`src/rtl/lcd_seq_pkg.sv`:
```
package lcd_seq_pkg;

   localparam int HDR_CMD_BIT = 6;
   localparam int HDR_DLY_BIT = 7;
   localparam int HDR_CNT_W   = 6;

   typedef enum logic [2:0] {
      ST_IDLE,
      ST_NEXT,
      ST_WAIT,
      ST_STROBE,
      ST_DELAY,
      ST_FINISH
   } seq_state_t;

   typedef struct packed {
      logic                 has_dly;
      logic                 has_cmd;
      logic [HDR_CNT_W-1:0] count;
   } hdr_t;

   function automatic hdr_t decode_hdr(input logic [7:0] b);
      hdr_t h;
      h.has_dly = b[HDR_DLY_BIT];
      h.has_cmd = b[HDR_CMD_BIT];
      h.count   = b[HDR_CNT_W-1:0];
      return h;
   endfunction

endpackage

```
`src/rtl/lcd_byte_cursor.sv`:
```
module lcd_byte_cursor #(
   parameter int ADDR_W = 8
) (
   input  logic              clk,
   input  logic              rst_n,
   input  logic              clr,
   input  logic              inc,
   input  logic [ADDR_W-1:0] limit,
   output logic [ADDR_W-1:0] addr,
   output logic              at_end
);

   if (ADDR_W < 1) begin : g_bad_addr
      $error("lcd_byte_cursor: ADDR_W must be at least 1");
   end

   logic [ADDR_W-1:0] addr_q;

   always_ff @(posedge clk or negedge rst_n) begin
      if (!rst_n) begin
         addr_q <= '0;
      end else if (clr) begin
         addr_q <= '0;
      end else if (inc) begin
         addr_q <= addr_q + ADDR_W'(1);
      end
   end

   assign addr   = addr_q;
   assign at_end = (addr_q >= limit);

   // the address only advances while it is below the limit
   p_inc_in_range_r8: assert property (@(posedge clk) disable iff (!rst_n)
      inc |-> (addr_q < limit));

endmodule

```
`src/rtl/lcd_wr_strobe.sv`:
```
module lcd_wr_strobe #(
   parameter int LO_CYC = 2,
   parameter int HI_CYC = 2
) (
   input  logic clk,
   input  logic rst_n,
   input  logic go,
   output logic wr_n,
   output logic fin
);

   localparam int MAX_CYC = (LO_CYC > HI_CYC) ? LO_CYC : HI_CYC;
   localparam int CNT_W   = $clog2(MAX_CYC + 1);

   if (LO_CYC < 1) begin : g_bad_lo
      $error("lcd_wr_strobe: LO_CYC must be at least 1");
   end
   if (HI_CYC < 1) begin : g_bad_hi
      $error("lcd_wr_strobe: HI_CYC must be at least 1");
   end

   typedef enum logic [1:0] {PH_IDLE, PH_LO, PH_HI} phase_t;

   phase_t           phase_q;
   logic [CNT_W-1:0] cnt_q;
   logic             lo_last;
   logic             hi_last;

   assign lo_last = (cnt_q == CNT_W'(LO_CYC - 1));
   assign hi_last = (cnt_q == CNT_W'(HI_CYC - 1));

   always_ff @(posedge clk or negedge rst_n) begin
      if (!rst_n) begin
         phase_q <= PH_IDLE;
         cnt_q   <= '0;
      end else begin
         case (phase_q)
            PH_IDLE: begin
               if (go) begin
                  phase_q <= PH_LO;
                  cnt_q   <= '0;
               end
            end
            PH_LO: begin
               if (lo_last) begin
                  phase_q <= PH_HI;
                  cnt_q   <= '0;
               end else begin
                  cnt_q <= cnt_q + CNT_W'(1);
               end
            end
            PH_HI: begin
               if (hi_last) begin
                  phase_q <= PH_IDLE;
                  cnt_q   <= '0;
               end else begin
                  cnt_q <= cnt_q + CNT_W'(1);
               end
            end
            default: begin
               phase_q <= PH_IDLE;
               cnt_q   <= '0;
            end
         endcase
      end
   end

   assign wr_n = (phase_q != PH_LO);
   assign fin  = (phase_q == PH_HI) && hi_last;

   // a new strobe is never requested while one is in flight
   p_go_when_idle_r4: assert property (@(posedge clk) disable iff (!rst_n)
      go |-> (phase_q == PH_IDLE));

   // the strobe always follows a request in the next cycle
   p_go_starts_low_r4: assert property (@(posedge clk) disable iff (!rst_n)
      go |=> !wr_n);

endmodule

```
`src/rtl/lcd_tick_delay.sv`:
```
module lcd_tick_delay #(
   parameter int CNT_W = 8
) (
   input  logic             clk,
   input  logic             rst_n,
   input  logic             load,
   input  logic [CNT_W-1:0] value,
   input  logic             tick,
   output logic             zero
);

   if (CNT_W < 1) begin : g_bad_w
      $error("lcd_tick_delay: CNT_W must be at least 1");
   end

   logic [CNT_W-1:0] left_q;

   always_ff @(posedge clk or negedge rst_n) begin
      if (!rst_n) begin
         left_q <= '0;
      end else if (load) begin
         left_q <= value;
      end else if (tick && (left_q != '0)) begin
         left_q <= left_q - CNT_W'(1);
      end
   end

   assign zero = (left_q == '0);

   // the remaining count only moves on a tick or a fresh load
   p_hold_without_tick_r3: assert property (@(posedge clk) disable iff (!rst_n)
      (!tick && !load) |=> $stable(left_q));

endmodule

```
`src/rtl/lcd_script_player.sv`:
```
module lcd_script_player #(
   parameter int DATA_W    = 16,
   parameter int ADDR_W    = 8,
   parameter int WR_LO_CYC = 2,
   parameter int WR_HI_CYC = 2
) (
   input  logic              clk,
   input  logic              rst_n,
   input  logic              start_i,
   input  logic [ADDR_W-1:0] script_len_i,
   output logic              rom_rd_o,
   output logic [ADDR_W-1:0] rom_addr_o,
   input  logic [7:0]        rom_data_i,
   input  logic              tick_ms_i,
   output logic [DATA_W-1:0] bus_data_o,
   output logic              bus_rs_o,
   output logic              bus_wr_n_o,
   output logic              bus_cs_n_o,
   output logic              done_o
);
   import lcd_seq_pkg::*;

   localparam int BYTE_W = 8;
   localparam int PAD_W  = DATA_W - BYTE_W;

   if (DATA_W < BYTE_W) begin : g_bad_data_w
      $error("lcd_script_player: DATA_W must be at least 8");
   end

   seq_state_t           state_q;
   logic                 pend_cmd_q;
   logic                 pend_dly_q;
   logic [HDR_CNT_W-1:0] data_left_q;
   logic [BYTE_W-1:0]    byte_q;
   logic                 rs_q;
   logic                 cs_n_q;

   logic                 at_end;
   logic                 cur_clr;
   logic                 cur_inc;
   logic                 strobe_go;
   logic                 strobe_fin;
   logic                 dly_load;
   logic                 dly_zero;
   logic                 in_wait;
   hdr_t                 hdr;

   assign in_wait   = (state_q == ST_WAIT);
   assign hdr       = decode_hdr(rom_data_i);
   assign cur_clr   = (state_q == ST_IDLE) && start_i;
   assign cur_inc   = in_wait;
   assign strobe_go = in_wait && (pend_cmd_q || (data_left_q != '0));
   assign dly_load  = in_wait && !pend_cmd_q && (data_left_q == '0) && pend_dly_q;
   assign rom_rd_o  = (state_q == ST_NEXT) && !at_end;

   lcd_byte_cursor #(
      .ADDR_W (ADDR_W)
   ) u_cursor (
      .clk    (clk),
      .rst_n  (rst_n),
      .clr    (cur_clr),
      .inc    (cur_inc),
      .limit  (script_len_i),
      .addr   (rom_addr_o),
      .at_end (at_end)
   );

   lcd_wr_strobe #(
      .LO_CYC (WR_LO_CYC),
      .HI_CYC (WR_HI_CYC)
   ) u_strobe (
      .clk   (clk),
      .rst_n (rst_n),
      .go    (strobe_go),
      .wr_n  (bus_wr_n_o),
      .fin   (strobe_fin)
   );

   lcd_tick_delay #(
      .CNT_W (BYTE_W)
   ) u_delay (
      .clk   (clk),
      .rst_n (rst_n),
      .load  (dly_load),
      .value (rom_data_i),
      .tick  (tick_ms_i),
      .zero  (dly_zero)
   );

   always_ff @(posedge clk or negedge rst_n) begin
      if (!rst_n) begin
         state_q     <= ST_IDLE;
         pend_cmd_q  <= 1'b0;
         pend_dly_q  <= 1'b0;
         data_left_q <= '0;
         byte_q      <= '0;
         rs_q        <= 1'b0;
         cs_n_q      <= 1'b1;
      end else begin
         case (state_q)
            ST_IDLE: begin
               if (start_i) begin
                  state_q     <= ST_NEXT;
                  cs_n_q      <= 1'b0;
                  pend_cmd_q  <= 1'b0;
                  pend_dly_q  <= 1'b0;
                  data_left_q <= '0;
               end
            end
            ST_NEXT: begin
               if (at_end) begin
                  state_q <= ST_FINISH;
                  cs_n_q  <= 1'b1;
               end else begin
                  state_q <= ST_WAIT;
               end
            end
            ST_WAIT: begin
               if (pend_cmd_q) begin
                  byte_q     <= rom_data_i;
                  rs_q       <= 1'b0;
                  pend_cmd_q <= 1'b0;
                  state_q    <= ST_STROBE;
               end else if (data_left_q != '0) begin
                  byte_q      <= rom_data_i;
                  rs_q        <= 1'b1;
                  data_left_q <= data_left_q - HDR_CNT_W'(1);
                  state_q     <= ST_STROBE;
               end else if (pend_dly_q) begin
                  pend_dly_q <= 1'b0;
                  state_q    <= ST_DELAY;
               end else begin
                  pend_cmd_q  <= hdr.has_cmd;
                  pend_dly_q  <= hdr.has_dly;
                  data_left_q <= hdr.count;
                  state_q     <= ST_NEXT;
               end
            end
            ST_STROBE: begin
               if (strobe_fin) begin
                  state_q <= ST_NEXT;
               end
            end
            ST_DELAY: begin
               if (dly_zero) begin
                  state_q <= ST_NEXT;
               end
            end
            ST_FINISH: begin
               state_q <= ST_IDLE;
            end
            default: begin
               state_q <= ST_IDLE;
               cs_n_q  <= 1'b1;
            end
         endcase
      end
   end

   if (PAD_W == 0) begin : g_bus_exact
      assign bus_data_o = byte_q;
   end else begin : g_bus_padded
      assign bus_data_o = {{PAD_W{1'b0}}, byte_q};
   end

   assign bus_rs_o   = rs_q;
   assign bus_cs_n_o = cs_n_q;
   assign done_o     = (state_q == ST_FINISH);

   // no write strobe without chip select
   p_wr_needs_cs_r5: assert property (@(posedge clk) disable iff (!rst_n)
      !bus_wr_n_o |-> !bus_cs_n_o);

   // chip select is released by the time done is flagged
   p_cs_free_at_done_r5: assert property (@(posedge clk) disable iff (!rst_n)
      done_o |-> bus_cs_n_o);

   // data and RS stay steady while the strobe is low
   p_bus_steady_r4: assert property (@(posedge clk) disable iff (!rst_n)
      (!bus_wr_n_o && $past(!bus_wr_n_o)) |-> ($stable(bus_data_o) && $stable(bus_rs_o)));

   // done lasts a single cycle
   p_done_single_r9: assert property (@(posedge clk) disable iff (!rst_n)
      done_o |=> !done_o);

   // done only once the whole script has been addressed
   p_done_at_end_r6: assert property (@(posedge clk) disable iff (!rst_n)
      done_o |-> (rom_addr_o >= script_len_i));

   // no write begins during a delay stall
   p_quiet_in_delay_r3: assert property (@(posedge clk) disable iff (!rst_n)
      (state_q == ST_DELAY) |-> bus_wr_n_o);

   // a read is never issued past the script length
   p_read_in_range_r8: assert property (@(posedge clk) disable iff (!rst_n)
      rom_rd_o |-> (rom_addr_o < script_len_i));

endmodule

```
`config.mk`:
```
export PLATFORM = sky130hd
export DESIGN_NAME = lcd_script_player
export DESIGN_NICKNAME = d
export VERILOG_FILES = /design/src/rtl/lcd_seq_pkg.sv /design/src/rtl/lcd_byte_cursor.sv /design/src/rtl/lcd_wr_strobe.sv /design/src/rtl/lcd_tick_delay.sv /design/src/rtl/lcd_script_player.sv
export SDC_FILE = /design/constraint.sdc
export NUM_CORES = 1
export LEC_CHECK = 0
export BUFFER_PORTS_ARGS = -buffer_cell sky130_fd_sc_hd__buf_2
export CAP_MARGIN = 20
export CORE_MARGIN = 1
export CORE_UTILIZATION = 50
export DETAILED_ROUTE_END_ITERATION = 10
export GPL_ROUTABILITY_DRIVEN = 0
export MAX_ROUTING_LAYER = met4
export PLACE_DENSITY_LB_ADDON = 0.2
export RECOVER_POWER = 50
export SLEW_MARGIN = 20
export SYNTH_ARGS = -nofsm -noshare
export SYNTH_HDL_FRONTEND = slang
export SYNTH_SLANG_ARGS = --single-unit
export TNS_END_PERCENT = 30
```
`constraint.sdc`:
```
create_clock -name clk -period 1.95 [get_ports clk]
set_clock_uncertainty 0.1 [all_clocks]
set_input_delay 0.195 -clock clk [delete_from_list [all_inputs] [get_ports clk]]
set_output_delay 0.195 -clock clk [all_outputs]
set_load 0.01 [all_outputs]
```
# --- Word-level counts from Yosys, hierarchy flattened ---
# Index checks and enable logic that the tools add are counted.
word_totals:
  word_cells: 105
  regBits: 41
  out_inout_bits: 29
  input_bits: 20
classes:
  n_eq_ne: 19
  reduce_logical: 30
  n_lt_le_gt_ge: 1
  muxes: 39
  add_sub_neg: 4
  bitwise_logic: 1
ops:
  columns: ["operator", "count"]
  rows:
  - ["$mux 8", 6]
  - ["$mux 6", 4]
  - ["$mux 3", 7]
  - ["$pmux 3 s5", 1]
  - ["$ne 2x2->1 const B", 7]
  - ["$pmux 6 s2", 1]
  - ["$mux 1", 10]
  - ["$mux 2", 5]
  - ["$reduce_and 3->1", 3]
  - ["$add 8x1->8 const B", 1]
  - ["$ge 8x8->1", 1]
  - ["$logic_and 1x1->1", 8]
  - ["$logic_not 8->1", 1]
  - ["$reduce_and 4->1", 2]
  - ["$reduce_bool 2->1", 4]
  - ["$reduce_bool 8->1", 1]
  - ["$sub 8x1->8 const B", 1]
  - ["$eq 3x2->1 const B", 2]
  - ["$eq 3x3->1 const B", 2]
  - ["$logic_not 6->1", 1]
  - ["$ne 2x1->1 const B", 3]
  - ["$pmux 2 s3", 1]
  - ["$reduce_bool 6->1", 1]
  - ["$sub 6x1->6 const B", 1]
  - ["other kinds (16)", 20]

# --- Logic depth before layout (Yosys ltp) ---
logic_depth:
  word_depth: 5
  mapped_depth: 7
  ltp_nobuf: 6

# --- By module ---
# Synthesis repeated with hierarchy kept, for this count alone.
hier_totals:
  cells_unflattened: 262
  hier_area_um2: 2587.5
by_module_without_submodules:
  columns: ["mod", "area_each_um2", "cells_per_inst", "n_inst", "seq_area_each_um2"]
  rows:
  - ["lcd_script_player", 1199.9, 121, 1, 526.8]
  - ["lcd_byte_cursor", 583.1, 60, 1, 200.2]
  - ["lcd_tick_delay", 528.0, 58, 1, 200.2]
  - ["lcd_wr_strobe", 276.5, 23, 1, 100.1]

# --- Worst setup path before layout ---
# No wires, ideal clock.
synth_path:
  path_kind: "register to output"
  startpoint: "register u_cursor.addr_q[0] (netlist: u_cursor.addr[0])"
  endpoint: "output port rom_rd_o"
  path_buffers: 0
  setup_slack_ns: -0.207
  arrival_time_ns: 1.862
  stages_incl_launch_ff: 7
  required_ns: 1.655
  path_cell_list: "dfrtp_1 inv_1 ha_1 nand2b_1 a2111o_1 a211oi_1 and2_1"
synth_via:
  elab_chain_len: 3
synth_rtl:
  columns: ["item", "line", "rtl"]
  rows:
  - ["start: declaration", "lcd_byte_cursor.sv:17", "logic [ADDR_W-1:0] addr_q;"]
  - ["start signal: assignment", "lcd_byte_cursor.sv:25", "addr_q <= addr_q + ADDR_W'(1);"]
  - ["$ge 8x8->1", "lcd_byte_cursor.sv:30", "assign at_end = (addr_q >= limit);"]
  - ["$logic_not 1->1", "lcd_script_player.sv:54", "assign rom_rd_o = (state_q == ST_NEXT) && !at_end;"]
  - ["$logic_and 1x1->1", "lcd_script_player.sv:54", null]
  - ["end: declaration", "lcd_script_player.sv:11", "output logic rom_rd_o,"]
# Every way passes these cells.

# --- Final worst setup path ---
# Same ends and word-level chain as after synthesis.

==> results by group <==
Power and ir drop
  • Psw: 2.07 mW
  • P_int: 2.73 mW
  • Pwr Density: 1530 nW/um2
  • Clock share of power: 0.128
  • Pleak: 1.46 nW
  • Flop pwr share: 0.320
  • Switching Share: 0.431
  • Comb pwr share: 0.552
  • Peak VDD IR: 1030 uV

Placement
  • Port bufs: 40
  • Post-placement cell count: roughly 400
  • Dpl ws: -61.2 ps
  • HPWL after detailed placement: 4.48 mm

Timing
  • Tcrit/Tclk final: 1.18
  • Achievable clock frequency: about 440 MHz
  • Final setup fails: 1
  • Final hold slack: 50.3 ps
  • Slack of the critical path: -342 ps
  • Slew HR: 0.426
  • Fin. max-slew vios: 0
  • Unrepaired setup endpoints after global routing: true
  • Final hold violations: 0
  • Worst Max-Slew Pin Slew: 860 ps
  • Total negative slack: -342 ps
  • Fin crit period: 2290 ps

Logic synthesis
  • Synth Flop Type: dfrtp_1
  • Netlist cell types: 63
  • Mean Syn Cell Area: ~9.4 um2
  • Compound-cell area share of the yosys netlist: 0.178
  • Sequential share of the synthesized area: 0.393
  • Synthesized-area fraction occupied by adder cells: 0.0815
  • Mux contribution to synthesized area: 0.0283
  • Ys Warns: 0
  • XOR/XNOR Fraction of Synth Area: 0.0268
  • Ys async rst share: 1.00
  • FF+latch count, synth: 41
  • Syn Inst Count: around 280
  • EDFF count, synth: 0
  • Largest family of logic cells by synthesized area: simple AND/OR/NAND/NOR gates
  • Simple-gate share of the synthesized area: 0.226
  • Mapped Area: 2610 um2

Critical path
  • Req. time, crit path: between 1500 and 2000 ps
  • Arrival @ worst endpoint: around 2000 ps
  • CP Launch Type: register
  • CP max FO: 2
  • WS Path Type: register to primary output
  • CP Capture Type: primary output

Floorplanning
  • Ports: 49
  • Row Count: 25
  • Die ar.: approximately 5500 um2
  • Core Area: 4880 um2
  • Die height: 74.3 um
  • Overall die width: roughly 74 um
  • Initial Util: 0.535

Global routing
  • Total routing usage reported by global routing: 0.246
  • Vias in the first global route: 2141
  • Initial antenna violation count: 0
  • First-pass GRT wire length: 9.98 mm
  • Grt ovf: 0
  • Largest net degree at the start of global routing: 35

Clocking
  • H-Tree Level Count: 2
  • CTS tree: built
  • CTS Buffer Depth: 2
  • Post-CTS setup buffer count: 0
  • Clock-pin slew on the worst setup and hold paths: 80 ps
  • Root Buffer: clkbuf_8
  • Clk_lat worst skew: 290 ps
  • TritonCTS Sinks: 41
  • Num CTS Buffers: 5

Layout
  • Fin nets: between 300 and 400
  • Layout cell share with drive strength beyond 1: 0.238
  • Fillers: 433
  • Area grow syn2layout: 20.4%
  • Post-Layout Cell Count: between 400 and 500
  • Antenna diode count: 0

Detailed routing
  • Via count: roughly 2200
  • Initial detailed-routing violation count: 111
  • First-pass DRT Iterations: 4
  • Vias/cell: 5.49
  • Drc violations: 0
  • Total Wirelength: 6.05 mm
  • Drt wl/cell: 14.9 um
  • ANT nets after route: 0

Run status
  • Failing checks: setup timing
  • Status: finished, violations left

Flow run
  • # Max-Cap Violations: 0

Worst hold path
  • Hold WC Path Type: primary input to register
power groups by stage:
stage / registers (mW) / logic (mW) / clock network [mW]
after detailed placement: 1.53 / 2.56 / 0
final: 1.53 / 2.65 / 0.615
after CTS: 1.52 / 2.64 / 0.622
after global placement: 1.52 / 2.49 / 0
after global routing: 1.57 / 2.95 / 0.657
after floorplan: 1.58 / 1.69 / 0
worst max-delay path: stages (launching register included):
cell and delay (ps):
dfrtp_2 410, inv_2 60, ha_4 180, nand2b_4 130, a2111o_1 380, a211oi_2 270, and2_4 180, buf_6 90
routing by layer:
metal / part of all wire / routed length, um / GRT usage / up-vias
li1: - / - / - / 1099
met1: 0.48 / 2900 / 0.322 / 1084
met2: 0.48 / 2920 / 0.394 / 43
met3: 0.026 / 156 / 0.0366 / 8
met4: 0.011 / 68 / 0.0755 / 0
met5: 0 / 0 / - / -
path summary, 6_finish.rpt:
| kind | from | end | slack [ps] | cells past startpoint |
|---|---|---|---|---|
| max | u_cursor.addr[0] | rom_rd_o | -340 | 7 |
| min | rom_data_i[6] | byte_q[6] | 50 | 3 |
| max reg2reg | u_delay.left_q[0] | u_delay.left_q[1] | 20 | 6 |
| min reg2reg | byte_q[4] | byte_q[4] | 380 | 2 |
| max in group asynchronous | rst_n | byte_q[7] | 690 | 3 |
| min in group asynchronous | rst_n | u_cursor.addr[7] | 450 | 2 |
state kept, by name (all words and copies together), names as in the netlist, 2 cells and up:
register,count
byte_q,8
data_left_q,6
state_q,3
u_cursor.addr,8
u_delay.left_q,8
u_strobe.cnt_q,2
u_strobe.phase_q,2
synth_stat cells, types with 2 or more instances:
master,n,area share
xnor2_1,4,0.013
ha_1,17,0.081
mux2_1,2,0.0086
nor2b_1,5,0.012
nor4b_4,2,0.018
nor2_1,20,0.029
nand3b_1,2,0.0057
o21ai_1,4,0.0077
o2bb2ai_1,3,0.010
o21ai_0,10,0.019
or3_1,5,0.012
and3_1,2,0.0048
nand2_1,33,0.047
a211oi_1,5,0.014
buf_4,9,0.026
a22oi_1,2,0.0057
a221oi_1,2,0.0067
o21a_1,2,0.0057
nand3_1,9,0.017
inv_1,19,0.027
o31a_1,2,0.0067
a21oi_1,16,0.031
buf_2,4,0.0077
nor3_1,4,0.0077
or3b_1,3,0.010
nand2b_1,5,0.012
xor2_1,4,0.013
dfrtp_1,40,0.38
o211ai_1,2,0.0057
nor3_2,2,0.0077
clkbuf_1,3,0.0043
mux2i_1,4,0.015
cell type report:
| class | instances | area [um2] | area share |
|---|---|---|---|
| Multi-Input combinational cell | 208 | 1500 | 0.477 |
| Sequential cell | 41 | 1030 | 0.327 |
| Timing Repair Buffer | 64 | 359 | 0.114 |
| Clock buffer | 7 | 96.3 | 0.0306 |
| Tap cell | 67 | 83.8 | 0.0267 |
| Inverter | 19 | 71.3 | 0.0227 |
| Clock inverter | 1 | 5.00 | 0.00159 |
layout by cell type, fill, tap and decap left out, types with 2 or more instances in the layout:
master,Yosys,routed
inv_1,19,17
nor3_2,2,2
o21ai_1,4,5
xnor2_1,4,4
nor4b_4,2,2
mux2_1,2,2
o31a_1,2,2
nor2_1,20,20
conb_1,1,8
o21ai_0,10,9
dfrtp_1,40,39
a221oi_1,2,2
nor2b_1,5,4
clkbuf_8,0,7
a21boi_1,1,2
buf_2,4,26
o2bb2ai_1,3,3
inv_2,0,2
a22oi_1,2,2
nand2b_1,5,3
o21a_1,2,2
clkbuf_1,3,16
a211oi_1,5,4
or3_1,5,5
a21oi_1,16,16
nand3_1,9,9
nor3_1,4,4
xor2_1,4,4
buf_4,9,19
nand3b_1,2,2
nand2_1,33,33
mux2i_1,4,4
ha_1,17,15
and3_1,2,2
or3b_1,3,3
o211ai_1,2,2
cell families (layout without fill, tap and decap cells):
family,count (synthesis),count (layout)
AO/OA/AOI/OAI,65,65
XOR/XNOR,8,8
adder cells (fa/ha/maj),17,17
buffers and inverters,35,91
flip-flops,41,41
multiplexers,7,7
other,1,8
AND/OR/NAND/NOR,103,103
stage by stage:
stage / instance area (um2) / util / total power, mW
6_report: 3140 / 0.644 / 4.80
5_1_grt: 3140 / 0.644 / 5.18
4_1_cts: 3160 / 0.647 / 4.78
3_5_place_dp: 3000 / 0.616 / 4.09
2_1_floorplan: 2650 / - / 3.27
3_3_place_gp: 3000 / 0.616 / 4.01
repair_timing:
item	4_1_cts	5_1_grt
setup endpoints to repair	3	10
pin swaps	3	2
hold buffers	1	0
hold endpoints to repair	31	0
resized for setup	6	7
Power figures use the tool's default switching activity.
